File: src/rtl/spi_fifo_pkg.sv
package spi_fifo_pkg;
  parameter int unsigned DEF_DATA_W = 8;
  parameter int unsigned DEF_DEPTH  = 32;

  typedef struct packed {
    logic empty;
    logic full;
    logic empty_next;
    logic full_next;
  } fifo_flags_t;
endpackage

File: src/rtl/spi_fifo_core.sv
module spi_fifo_core
  import spi_fifo_pkg::*;
#(
  parameter int unsigned DW    = 8,
  parameter int unsigned DEPTH = 32
) (
  input  logic          clk,
  input  logic          rst_n,
  input  logic          flush,
  input  logic          push,
  input  logic [DW-1:0] wdata,
  input  logic          pop,
  output logic [DW-1:0] rdata,
  output fifo_flags_t   flags,
  output logic          push_ok,
  output logic          pop_ok
);
  localparam int unsigned AW = (DEPTH > 1) ? $clog2(DEPTH) : 1;
  localparam int unsigned CW = $clog2(DEPTH + 1);
  localparam logic [CW-1:0] CNT_FULL = CW'(DEPTH);
  localparam logic [CW-1:0] CNT_LAST = CW'(DEPTH - 1);
  localparam logic [CW-1:0] CNT_ONE  = CW'(1);
  localparam logic [AW-1:0] PTR_LAST = AW'(DEPTH - 1);

  logic [DW-1:0] mem [DEPTH];
  logic [AW-1:0] wp, rp, wp_nx, rp_nx;
  logic [CW-1:0] cnt;

  // Pointer wrap: free-running for power-of-two depths, compare otherwise.
  generate
    if ((DEPTH & (DEPTH - 1)) == 0) begin : g_pow2
      assign wp_nx = wp + 1'b1;
      assign rp_nx = rp + 1'b1;
    end else begin : g_wrap
      assign wp_nx = (wp == PTR_LAST) ? '0 : wp + 1'b1;
      assign rp_nx = (rp == PTR_LAST) ? '0 : rp + 1'b1;
    end
  endgenerate

  // Acceptance judged on the count before the edge; a clear wins.
  assign push_ok = push & ~flush & (cnt != CNT_FULL);
  assign pop_ok  = pop  & ~flush & (cnt != '0);

  always_ff @(posedge clk or negedge rst_n) begin
    if (!rst_n) begin
      wp  <= '0;
      rp  <= '0;
      cnt <= '0;
    end else if (flush) begin
      wp  <= '0;
      rp  <= '0;
      cnt <= '0;
    end else begin
      if (push_ok) wp <= wp_nx;
      if (pop_ok)  rp <= rp_nx;
      case ({push_ok, pop_ok})
        2'b10:   cnt <= cnt + 1'b1;
        2'b01:   cnt <= cnt - 1'b1;
        default: cnt <= cnt;
      endcase
    end
  end

  always_ff @(posedge clk) begin
    if (push_ok) mem[wp] <= wdata;
  end

  assign rdata            = mem[rp];
  assign flags.empty      = (cnt == '0);
  assign flags.full       = (cnt == CNT_FULL);
  assign flags.empty_next = (cnt == CNT_ONE);
  assign flags.full_next  = (cnt == CNT_LAST);

  p_flush_empties_r4: assert property (@(posedge clk) disable iff (!rst_n)
    flush |=> (flags.empty && !flags.full));
  p_full_push_blocked_r8: assert property (@(posedge clk) disable iff (!rst_n)
    (flags.full && push && !pop && !flush) |=> flags.full);
  p_empty_pop_blocked_r8: assert property (@(posedge clk) disable iff (!rst_n)
    (flags.empty && pop && !push && !flush) |=> flags.empty);
  p_last_slot_fills_r3: assert property (@(posedge clk) disable iff (!rst_n)
    (flags.full_next && push && !pop && !flush) |=> flags.full);
  p_last_frame_empties_r3: assert property (@(posedge clk) disable iff (!rst_n)
    (flags.empty_next && pop && !push && !flush) |=> flags.empty);
  p_count_range_r8: assert property (@(posedge clk) disable iff (!rst_n)
    cnt <= CNT_FULL);
endmodule

File: src/rtl/spi_fifo_events.sv
module spi_fifo_events (
  input  logic clk,
  input  logic rst_n,
  input  logic tx_pop_req,
  input  logic tx_pop_ok,
  input  logic tx_is_empty,
  input  logic active,
  input  logic tx_clr,
  input  logic rx_push_req,
  input  logic rx_push_ok,
  input  logic rx_is_full,
  input  logic rx_clr,
  output logic sent,
  output logic rcvd,
  output logic udr,
  output logic ovf,
  output logic udr_seen,
  output logic ovf_seen
);
  logic udr_now, ovf_now;

  assign udr_now = tx_pop_req & tx_is_empty & active & ~tx_clr;
  assign ovf_now = rx_push_req & rx_is_full & ~rx_clr;

  always_ff @(posedge clk or negedge rst_n) begin
    if (!rst_n) begin
      sent     <= 1'b0;
      rcvd     <= 1'b0;
      udr      <= 1'b0;
      ovf      <= 1'b0;
      udr_seen <= 1'b0;
      ovf_seen <= 1'b0;
    end else begin
      sent     <= tx_pop_ok;
      rcvd     <= rx_push_ok;
      udr      <= udr_now;
      ovf      <= ovf_now;
      udr_seen <= tx_clr ? 1'b0 : (udr_seen | udr_now);
      ovf_seen <= rx_clr ? 1'b0 : (ovf_seen | ovf_now);
    end
  end

  p_ovf_marks_seen_r5: assert property (@(posedge clk) disable iff (!rst_n)
    ovf |-> ovf_seen);
  p_ovf_seen_holds_r5: assert property (@(posedge clk) disable iff (!rst_n)
    (ovf_seen && !rx_clr) |=> ovf_seen);
  p_udr_idle_quiet_r6: assert property (@(posedge clk) disable iff (!rst_n)
    !active |=> !udr);
  p_udr_seen_holds_r6: assert property (@(posedge clk) disable iff (!rst_n)
    (udr_seen && !tx_clr) |=> udr_seen);
  p_drop_no_rcvd_r7: assert property (@(posedge clk) disable iff (!rst_n)
    ovf |-> !rcvd);
endmodule

File: src/rtl/spi_dual_fifo.sv
module spi_dual_fifo
  import spi_fifo_pkg::*;
#(
  parameter int unsigned DATA_W = DEF_DATA_W,
  parameter int unsigned DEPTH  = DEF_DEPTH
) (
  input  logic              clk,
  input  logic              rst_n,
  input  logic              bus_tx_valid,
  input  logic [DATA_W-1:0] bus_tx_data,
  output logic              bus_tx_ready,
  output logic              bus_rx_valid,
  output logic [DATA_W-1:0] bus_rx_data,
  input  logic              bus_rx_ready,
  output logic              eng_tx_valid,
  output logic [DATA_W-1:0] eng_tx_data,
  input  logic              eng_tx_ready,
  input  logic              eng_active,
  input  logic              eng_rx_valid,
  input  logic [DATA_W-1:0] eng_rx_data,
  input  logic              tx_flush,
  input  logic              rx_flush,
  output logic              tx_empty,
  output logic              tx_full,
  output logic              tx_empty_next,
  output logic              tx_full_next,
  output logic              rx_empty,
  output logic              rx_full,
  output logic              rx_empty_next,
  output logic              rx_full_next,
  output logic              tx_sent,
  output logic              rx_rcvd,
  output logic              tx_underrun,
  output logic              rx_overflow,
  output logic              tx_underrun_seen,
  output logic              rx_overflow_seen
);
  fifo_flags_t tx_fl, rx_fl;
  logic tx_push_ok, tx_pop_ok, rx_push_ok, rx_pop_ok;

  spi_fifo_core #(.DW(DATA_W), .DEPTH(DEPTH)) u_txq (
    .clk(clk), .rst_n(rst_n), .flush(tx_flush),
    .push(bus_tx_valid), .wdata(bus_tx_data),
    .pop(eng_tx_ready), .rdata(eng_tx_data),
    .flags(tx_fl), .push_ok(tx_push_ok), .pop_ok(tx_pop_ok)
  );

  spi_fifo_core #(.DW(DATA_W), .DEPTH(DEPTH)) u_rxq (
    .clk(clk), .rst_n(rst_n), .flush(rx_flush),
    .push(eng_rx_valid), .wdata(eng_rx_data),
    .pop(bus_rx_ready), .rdata(bus_rx_data),
    .flags(rx_fl), .push_ok(rx_push_ok), .pop_ok(rx_pop_ok)
  );

  spi_fifo_events u_evt (
    .clk(clk), .rst_n(rst_n),
    .tx_pop_req(eng_tx_ready), .tx_pop_ok(tx_pop_ok), .tx_is_empty(tx_fl.empty),
    .active(eng_active), .tx_clr(tx_flush),
    .rx_push_req(eng_rx_valid), .rx_push_ok(rx_push_ok), .rx_is_full(rx_fl.full),
    .rx_clr(rx_flush),
    .sent(tx_sent), .rcvd(rx_rcvd), .udr(tx_underrun), .ovf(rx_overflow),
    .udr_seen(tx_underrun_seen), .ovf_seen(rx_overflow_seen)
  );

  assign bus_tx_ready  = ~tx_fl.full;
  assign eng_tx_valid  = ~tx_fl.empty;
  assign bus_rx_valid  = ~rx_fl.empty;
  assign tx_empty      = tx_fl.empty;
  assign tx_full       = tx_fl.full;
  assign tx_empty_next = tx_fl.empty_next;
  assign tx_full_next  = tx_fl.full_next;
  assign rx_empty      = rx_fl.empty;
  assign rx_full       = rx_fl.full;
  assign rx_empty_next = rx_fl.empty_next;
  assign rx_full_next  = rx_fl.full_next;

  p_tx_handshake_r9: assert property (@(posedge clk) disable iff (!rst_n)
    (bus_tx_valid && !bus_tx_ready && !eng_tx_ready && !tx_flush) |=> tx_full);
  p_rx_pop_only_r2: assert property (@(posedge clk) disable iff (!rst_n)
    (bus_rx_ready && !bus_rx_valid && !eng_rx_valid && !rx_flush) |=> rx_empty);
  p_ignored_pop_unused_r8: assert property (@(posedge clk) disable iff (!rst_n)
    !rx_pop_ok |-> !(bus_rx_ready && bus_rx_valid && !rx_flush));
  p_push_used_r2: assert property (@(posedge clk) disable iff (!rst_n)
    (bus_tx_valid && bus_tx_ready && !tx_flush) |-> tx_push_ok);
endmodule

File: config.mk
export PLATFORM = sky130hd
export DESIGN_NAME = spi_dual_fifo
export DESIGN_NICKNAME = d
export VERILOG_FILES = /design/src/rtl/spi_fifo_pkg.sv /design/src/rtl/spi_fifo_core.sv /design/src/rtl/spi_fifo_events.sv /design/src/rtl/spi_dual_fifo.sv
export SDC_FILE = /design/constraint.sdc
export NUM_CORES = 1
export LEC_CHECK = 0
export ABC_AREA = 1
export BUFFER_PORTS_ARGS = -buffer_cell sky130_fd_sc_hd__buf_2
export CORE_MARGIN = 5
export CORE_UTILIZATION = 40
export CTS_BUF_LIST = sky130_fd_sc_hd__clkbuf_4 sky130_fd_sc_hd__clkbuf_8
export DETAILED_ROUTE_END_ITERATION = 16
export GPL_ROUTABILITY_DRIVEN = 0
export REMOVE_ABC_BUFFERS = 1
export SLEW_MARGIN = 20
export SYNTH_ARGS = -nofsm -noshare
export SYNTH_HDL_FRONTEND = slang
export SYNTH_SLANG_ARGS = --single-unit
export TNS_END_PERCENT = 30
File: constraint.sdc
create_clock -name clk -period 3.2 [get_ports clk]
set_clock_uncertainty 0.1 [all_clocks]
set_input_delay 0 -clock clk [delete_from_list [all_inputs] [get_ports clk]]
set_output_delay 0 -clock clk [all_outputs]
set_load 0.005 [all_outputs]
## After elaboration in Yosys (flattened, before gate mapping)

Memories as Yosys holds them, arrays and structs flattened.
Index checks and enable logic that the tools add are counted.

| cells by class | value |
|---|---|
| add/subtract/negate cells | 8 |
| multiply operators | 0 |
| div/mod/pow operators | 0 |
| magnitude comparators | 0 |
| eq/ne operators | 12 |
| shifts and indexed selects | 0 |
| mux-type cells | 18 |
| bitwise operators | 20 |
| reduce and logical (&&, ||, !) cells | 10 |

Operators by type and width:

| operator | number |
|---|---|
| two-way mux 5 bit | 8 |
| one-hot mux 6 bit (2 select lines) | 2 |
| adder 5 x 1 -> 5 bit, second input constant | 4 |
| bitwise AND 1 bit | 13 |
| adder 6 x 1 -> 6 bit, second input constant | 2 |
| equality test 6 x 1 -> 1 bit, second input constant | 2 |
| equality test 6 x 5 -> 1 bit, second input constant | 2 |
| equality test 6 bit, second input constant | 2 |
| zero test 6 bit | 2 |
| two-way mux 6 bit | 2 |
| inequality test 6 bit, second input constant | 2 |
| nonzero test 6 bit | 2 |
| subtractor 6 x 1 -> 6 bit, second input constant | 2 |
| nonzero test 2 bit | 4 |
| two-way mux 1 bit | 6 |
| nonzero test 3 bit | 2 |
| NOT 1 bit | 5 |
| equality test 2 x 1 -> 1 bit, second input constant | 2 |
| equality test 2 bit, second input constant | 2 |
| bitwise OR 1 bit | 2 |

| word-level totals | value |
|---|---|
| register bits | 38 |
| bits in latches | 0 |
| RAM bits | 512 |
| memory bits (read-only) | 0 |
| bits of input ports | 25 |
| output and inout port bits | 33 |
| word-level logic and storage cells | 82 |
| memories | 2 |

Memories:

| memory | words | width | rd ports | clocked after memory_dff | write ports | line | RTL |
|---|---|---|---|---|---|---|---|
| u_rxq.mem | 32 | 8 | 1 | 0 | 1 | spi_fifo_core.sv:25 | `logic [DW-1:0] mem [DEPTH];` |
| u_txq.mem | 32 | 8 | 1 | 0 | 1 | spi_fifo_core.sv:25 |  |

## Logic depth before layout (Yosys ltp)

| logic depth | value |
|---|---|
| word-level depth | 6 |
| gate-level depth with buffers | 11 |
| gate-level depth less buffers | 11 |

## Modules after synthesis

Synthesis repeated with hierarchy kept, for this count alone.

| unflattened totals | value |
|---|---|
| cells, all modules | 2122 |
| area, all modules | 23442.5 um^2 |

Modules (own cells, without submodules):

| module | instances | cells an instance | area each (um^2) | sequential area each (um^2) |
|---|---|---|---|---|
| spi_fifo_core (u_rxq) | 1 | 1050 | 11624.9 | 8087.8 |
| spi_fifo_core (u_txq) | 1 | 1050 | 11603.6 | 8087.8 |
| spi_fifo_events | 1 | 19 | 202.7 | 150.1 |
| spi_dual_fifo | 1 | 3 | 11.3 | 0.0 |

## Worst setup path before layout

OpenSTA, ideal clock, no wires.

| timing | value |
|---|---|
| path kind | register to register |
| start point | register u_rxq.cnt[0] |
| end point | memory u_rxq.mem[15][0] (enable) |
| setup time | 383 ps |
| data arrival time | 1856 ps |
| required time | 2717 ps |
| path slack | 861 ps |
| cell stages (with the launch flop) | 9 |
| buffers on the path | 1 |
| clock period less this slack | 2339 ps |
| path through | dfrtp_1 inv_1 ha_1 nand3_1 nor2_4 nor2_4 buf_6 nand3_2 nor3_1 |

| on the way | value |
|---|---|
| longest elaborated chain between the ends | 4 |

Ends and longest elaborated chain:

| element | line | RTL |
|---|---|---|
| start, declared | spi_fifo_core.sv:27 | `logic [CW-1:0] cnt;` |
| start signal, assigned | spi_fifo_core.sv:57 | `2'b10: cnt <= cnt + 1'b1;` |
| start signal, assigned | spi_fifo_core.sv:58 | `2'b01: cnt <= cnt - 1'b1;` |
| start signal, assigned | spi_fifo_core.sv:59 | `default: cnt <= cnt;` |
| inequality test 6 bit | spi_fifo_core.sv:41 | `assign push_ok = push & ~flush & (cnt != CNT_FULL);` |
| bitwise AND 1 bit | spi_fifo_core.sv:41 |  |
| via rx_push_ok | spi_dual_fifo.sv:39 | `logic tx_push_ok, tx_pop_ok, rx_push_ok, rx_pop_ok;` |
| two-way mux 1 bit | spi_fifo_core.sv:65 | `if (push_ok) mem[wp] <= wdata;` |
| two-way mux 1 bit (not written as such) | spi_fifo_core.sv:65 |  |
| end, declared | spi_fifo_core.sv:25 |  |

The timed path passes the listed nets, and every way through them passes these cells.

## Final worst setup path

| timing | value |
|---|---|
| start point | register u_txq.rp[3] |
| end point | output eng_tx_data[6] |

| on the way | value |
|---|---|
| longest elaborated chain between the ends | 1 |

Ends and longest elaborated chain:

| element | line | RTL |
|---|---|---|
| start, declared | spi_fifo_core.sv:26 | `logic [AW-1:0] wp, rp, wp_nx, rp_nx;` |
| start signal, assigned | spi_fifo_core.sv:55 | `if (pop_ok) rp <= rp_nx;` |
| memory (32 x 8 bit) | - |  |
| end, declared | spi_dual_fifo.sv:16 | `output logic [DATA_W-1:0] eng_tx_data,` |

Every way passes these cells.

==> metrics.md <==
| Metric | Value |
|---|---|
| Largest area contributor in the netlist | `edfxtp_1` |
| Wire per inst | `around 18 um` |
| Unique masters post-synth | `37` |
| Via count | `approximately 16000` |
| CP endpoint kind | `primary output` |
| Dpl hpwl | `between 30000 and 40000 um` |
| WL final | `roughly 60000 um` |
| Most frequent CP cell | `nand3_1` |
| Synth Instances | `approximately 2300` |
| Syn_area_per_cell | `slightly above 10 um2` |
| Unrepaired setup endpoints after global routing | `false` |
| Reg2reg start | `u_rxq.cnt[0]$_DFFE_PN0P_` |
| First-pass GRT wire length | `approximately 90000 um` |
| Die W | `256.5 um` |
| Largest net degree at the start of global routing | `~160` |
| Worst Reg-to-Reg Cells | `7` |
| Seq. cell area | `around 0.016 mm2` |
| Fmax | `0.3366 GHz` |
| Final WS setup | `around 230 ps` |
| CP max FO | `18` |
| Total gr overflow | `0` |
| Share of layout cells above drive strength 1 | `0.1226` |
| Reg clk slew, reported paths | `~70 ps` |
| Yosys reg bits | `550` |
| Flop2flop setup slack | `around 420 ps` |
| Post-synth EDFFs | `~510` |
| Final setup violation count | `0` |
| Worst hold stages | `5` |
| Row cnt | `90` |
| Post-route ant nets | `0` |
| Clk_lat worst skew | `680 ps` |
| YS warnings | `0` |
| Vias per inst | `slightly below 5` |
| Port bufs | `57` |
| CTS H-Tree Depth | `3` |
| Clock period minus worst slack | `2970 ps` |
| Syn Std Cell Area | `roughly 0.024 mm2` |
| Clock Sinks | `550` |
| Initial Util | `0.4035` |
| CTS tree | `built` |
| Pwr Total | `19020 uW` |
| Die height | `256.5 um` |
| Register area share after synthesis | `0.6716` |
| Crit-path max cell delay | `between 700 and 800 ps` |
| CP Class | `register to primary output` |
| Reg2reg end | `u_rxq.mem[22][3]$_DFFE_PP_` |
| Area Growth Syn to Fin | `13.83%` |
| Count leader, synth | `nand2_1` |
| WHS | `about 150 ps` |
| CP required | `3100 ps` |
| Period utilization | `0.9283` |
| GRT Overall Usage | `0.1745` |
| Top cells by count, synth | `nand2_1 (769), edfxtp_1 (512), inv_1 (211)` |
| Ports | `58` |
| Crit-path cells | `clkinv_1 > nand3_1 > nand3_1 > nand2_1 > buf_2` |
| HP Class | `input pin to register` |
| Top cell type's share of synthesized area | `0.6325` |
| Share of flip-flops with an asynchronous set or reset | `0.06909` |
| Cell total after placement | `about 3100` |
| Pre-Repair DR Iteration Count | `6` |
| Critical Path Start | `u_txq.rp[3]$_DFFE_PN0P_` |
| Status | `complete, no violations` |
| CP arrival | `about 2900 ps` |
| Synth area leaders | `edfxtp_1 (63%), nand2_1 (12%), nand3_1 (4.0%), dfrtp_1 (3.9%), inv_1 (3.3%)` |
| Full die area | `between 0.06 and 0.07 mm2` |
| Slowest CP cell | `dfrtp_1` |
| Crit start category | `register` |
| Place WS | `between 400 and 500 ps` |
| DRC errors left | `0` |
| Starting DRC count in detailed routing | `around 1300` |
| Bufs on Longest Clock Path | `3` |
| Pleak | `~0.011 uW` |
| Worst Tran Pin Value | `approximately 1000 ps` |
| Max-Cap Viols | `0` |
| Fin nets | `~2500` |
| Max Slew Vio Count | `0` |
| Multi-input logic area | `0.006469 mm2` |
| Worst IR Drop VDD | `about 490 uV` |
| Rel. slew slack | `0.3093` |
| Hold Fails Final Rpt | `0` |
| Total CTS buffers | `92` |
| Initial antenna violation count | `1` |
| Critical Path End | `eng_tx_data[6]` |
| Post-Layout Cell Count | `about 3300` |
| Power Dens Cells | `687.6 mW/mm2` |
| Core ar. | `about 0.060 mm2` |
| Clock root cell | `clkbuf_8` |
| Fill cells | `5586` |
| Main synth FF type | `edfxtp_1` |
| Final TNS setup | `0 ps` |
| Vias in the first global route | `16404` |
[worst max-delay path: cells and delay by family, from the launching register on]
| kind | cells | cell delay (ps) |
|---|---|---|
| flops | 1 | 750 |
| buf+inv | 2 | 810 |
| simple gates | 3 | 610 |
[cell families after synthesis]
| kind of cell | share of synthesized area |
|---|---|
| buffers and inverters | 0.06223 |
| xor gates and xnor gates | 0.004324 |
| DFF | 0.6716 |
| adders and majority gates | 0.008751 |
| and+or+nand+nor | 0.2110 |
| AOI/OAI and AO/OA | 0.04206 |
[repair_timing]
item,in CTS,in global routing
setup buffers,1,1
endpoints found under the hold margin,604,0
setup endpoints to repair,6,8
hold buffers,30,0
pin swaps,0,0
cloned,0,0
resized for setup,0,1
[flip-flops by register name (all words and copies together), names as in the netlist, 5 cells and up]
register,count
u_rxq.cnt,6
u_rxq.mem,256
u_rxq.rp,5
u_rxq.wp,5
u_txq.cnt,6
u_txq.mem,256
u_txq.rp,5
u_txq.wp,5
[through the flow]
step	util	instance area, um2
final	0.4593	27670
after detailed placement	0.4215	25390
after global placement	0.4215	25390
after CTS	0.4590	27650
after floorplan	-	23650
after global routing	0.4593	27670
[layout make-up]
type | count | share of cell area
clock inverter | 53 | 0.01565
clock buffer | 119 | 0.05377
antenna | 1 | 0.00009044
multi-input combinational | 1458 | 0.2338
timing repair buffer | 147 | 0.04002
sequential | 550 | 0.5903
inverter | 226 | 0.03102
tap | 782 | 0.03536
[power breakdown]
group	internal (uW)	leakage, uW	switching, uW
clock network	3560	0.00100	2840
logic	1400	0.00515	3040
registers	8000	0.00511	187
total	13000	0.0113	6060
[per-layer routing]
layer  track usage  vias to the layer above  wire, um
li1              -                     8038         -
met1        0.2217                     7847     24740
met2        0.3026                      485     29130
met3       0.02932                      121      3105
met4       0.06382                        0      1730
met5             0                        -         0
[placed cells by master (no fill, tap or decap), drive strengths merged]
cell,instances
nor3,12
dfrtp,38
a21oi,4
xor2,7
ha,17
nor2,217
dlygate4sd3,29
bufinv,6
nand2,784
clkinvlp,2
and3,2
diode,1
edfxtp,512
inv,223
buf,118
xnor2,5
clkbuf,119
clkinv,48
nand3,196
o21ai,169
o211ai,16
or2,17
o22ai,4
nand4,8
[how the worst min path moves through the flow]
stage	start	to	slack [ps]
final	rx_flush	u_rxq.rp[3]$_DFFE_PN0P_	150
after global routing	rx_flush	u_rxq.rp[3]$_DFFE_PN0P_	170
after CTS	rx_flush	u_rxq.rp[3]$_DFFE_PN0P_	80
after detailed placement	rst_n	u_evt.ovf_seen$_DFF_PN0_	100
after global placement	rst_n	u_evt.ovf_seen$_DFF_PN0_	100
after floorplan	rst_n	u_evt.ovf$_DFF_PN0_	-400
Power figures use the tool's default switching activity.
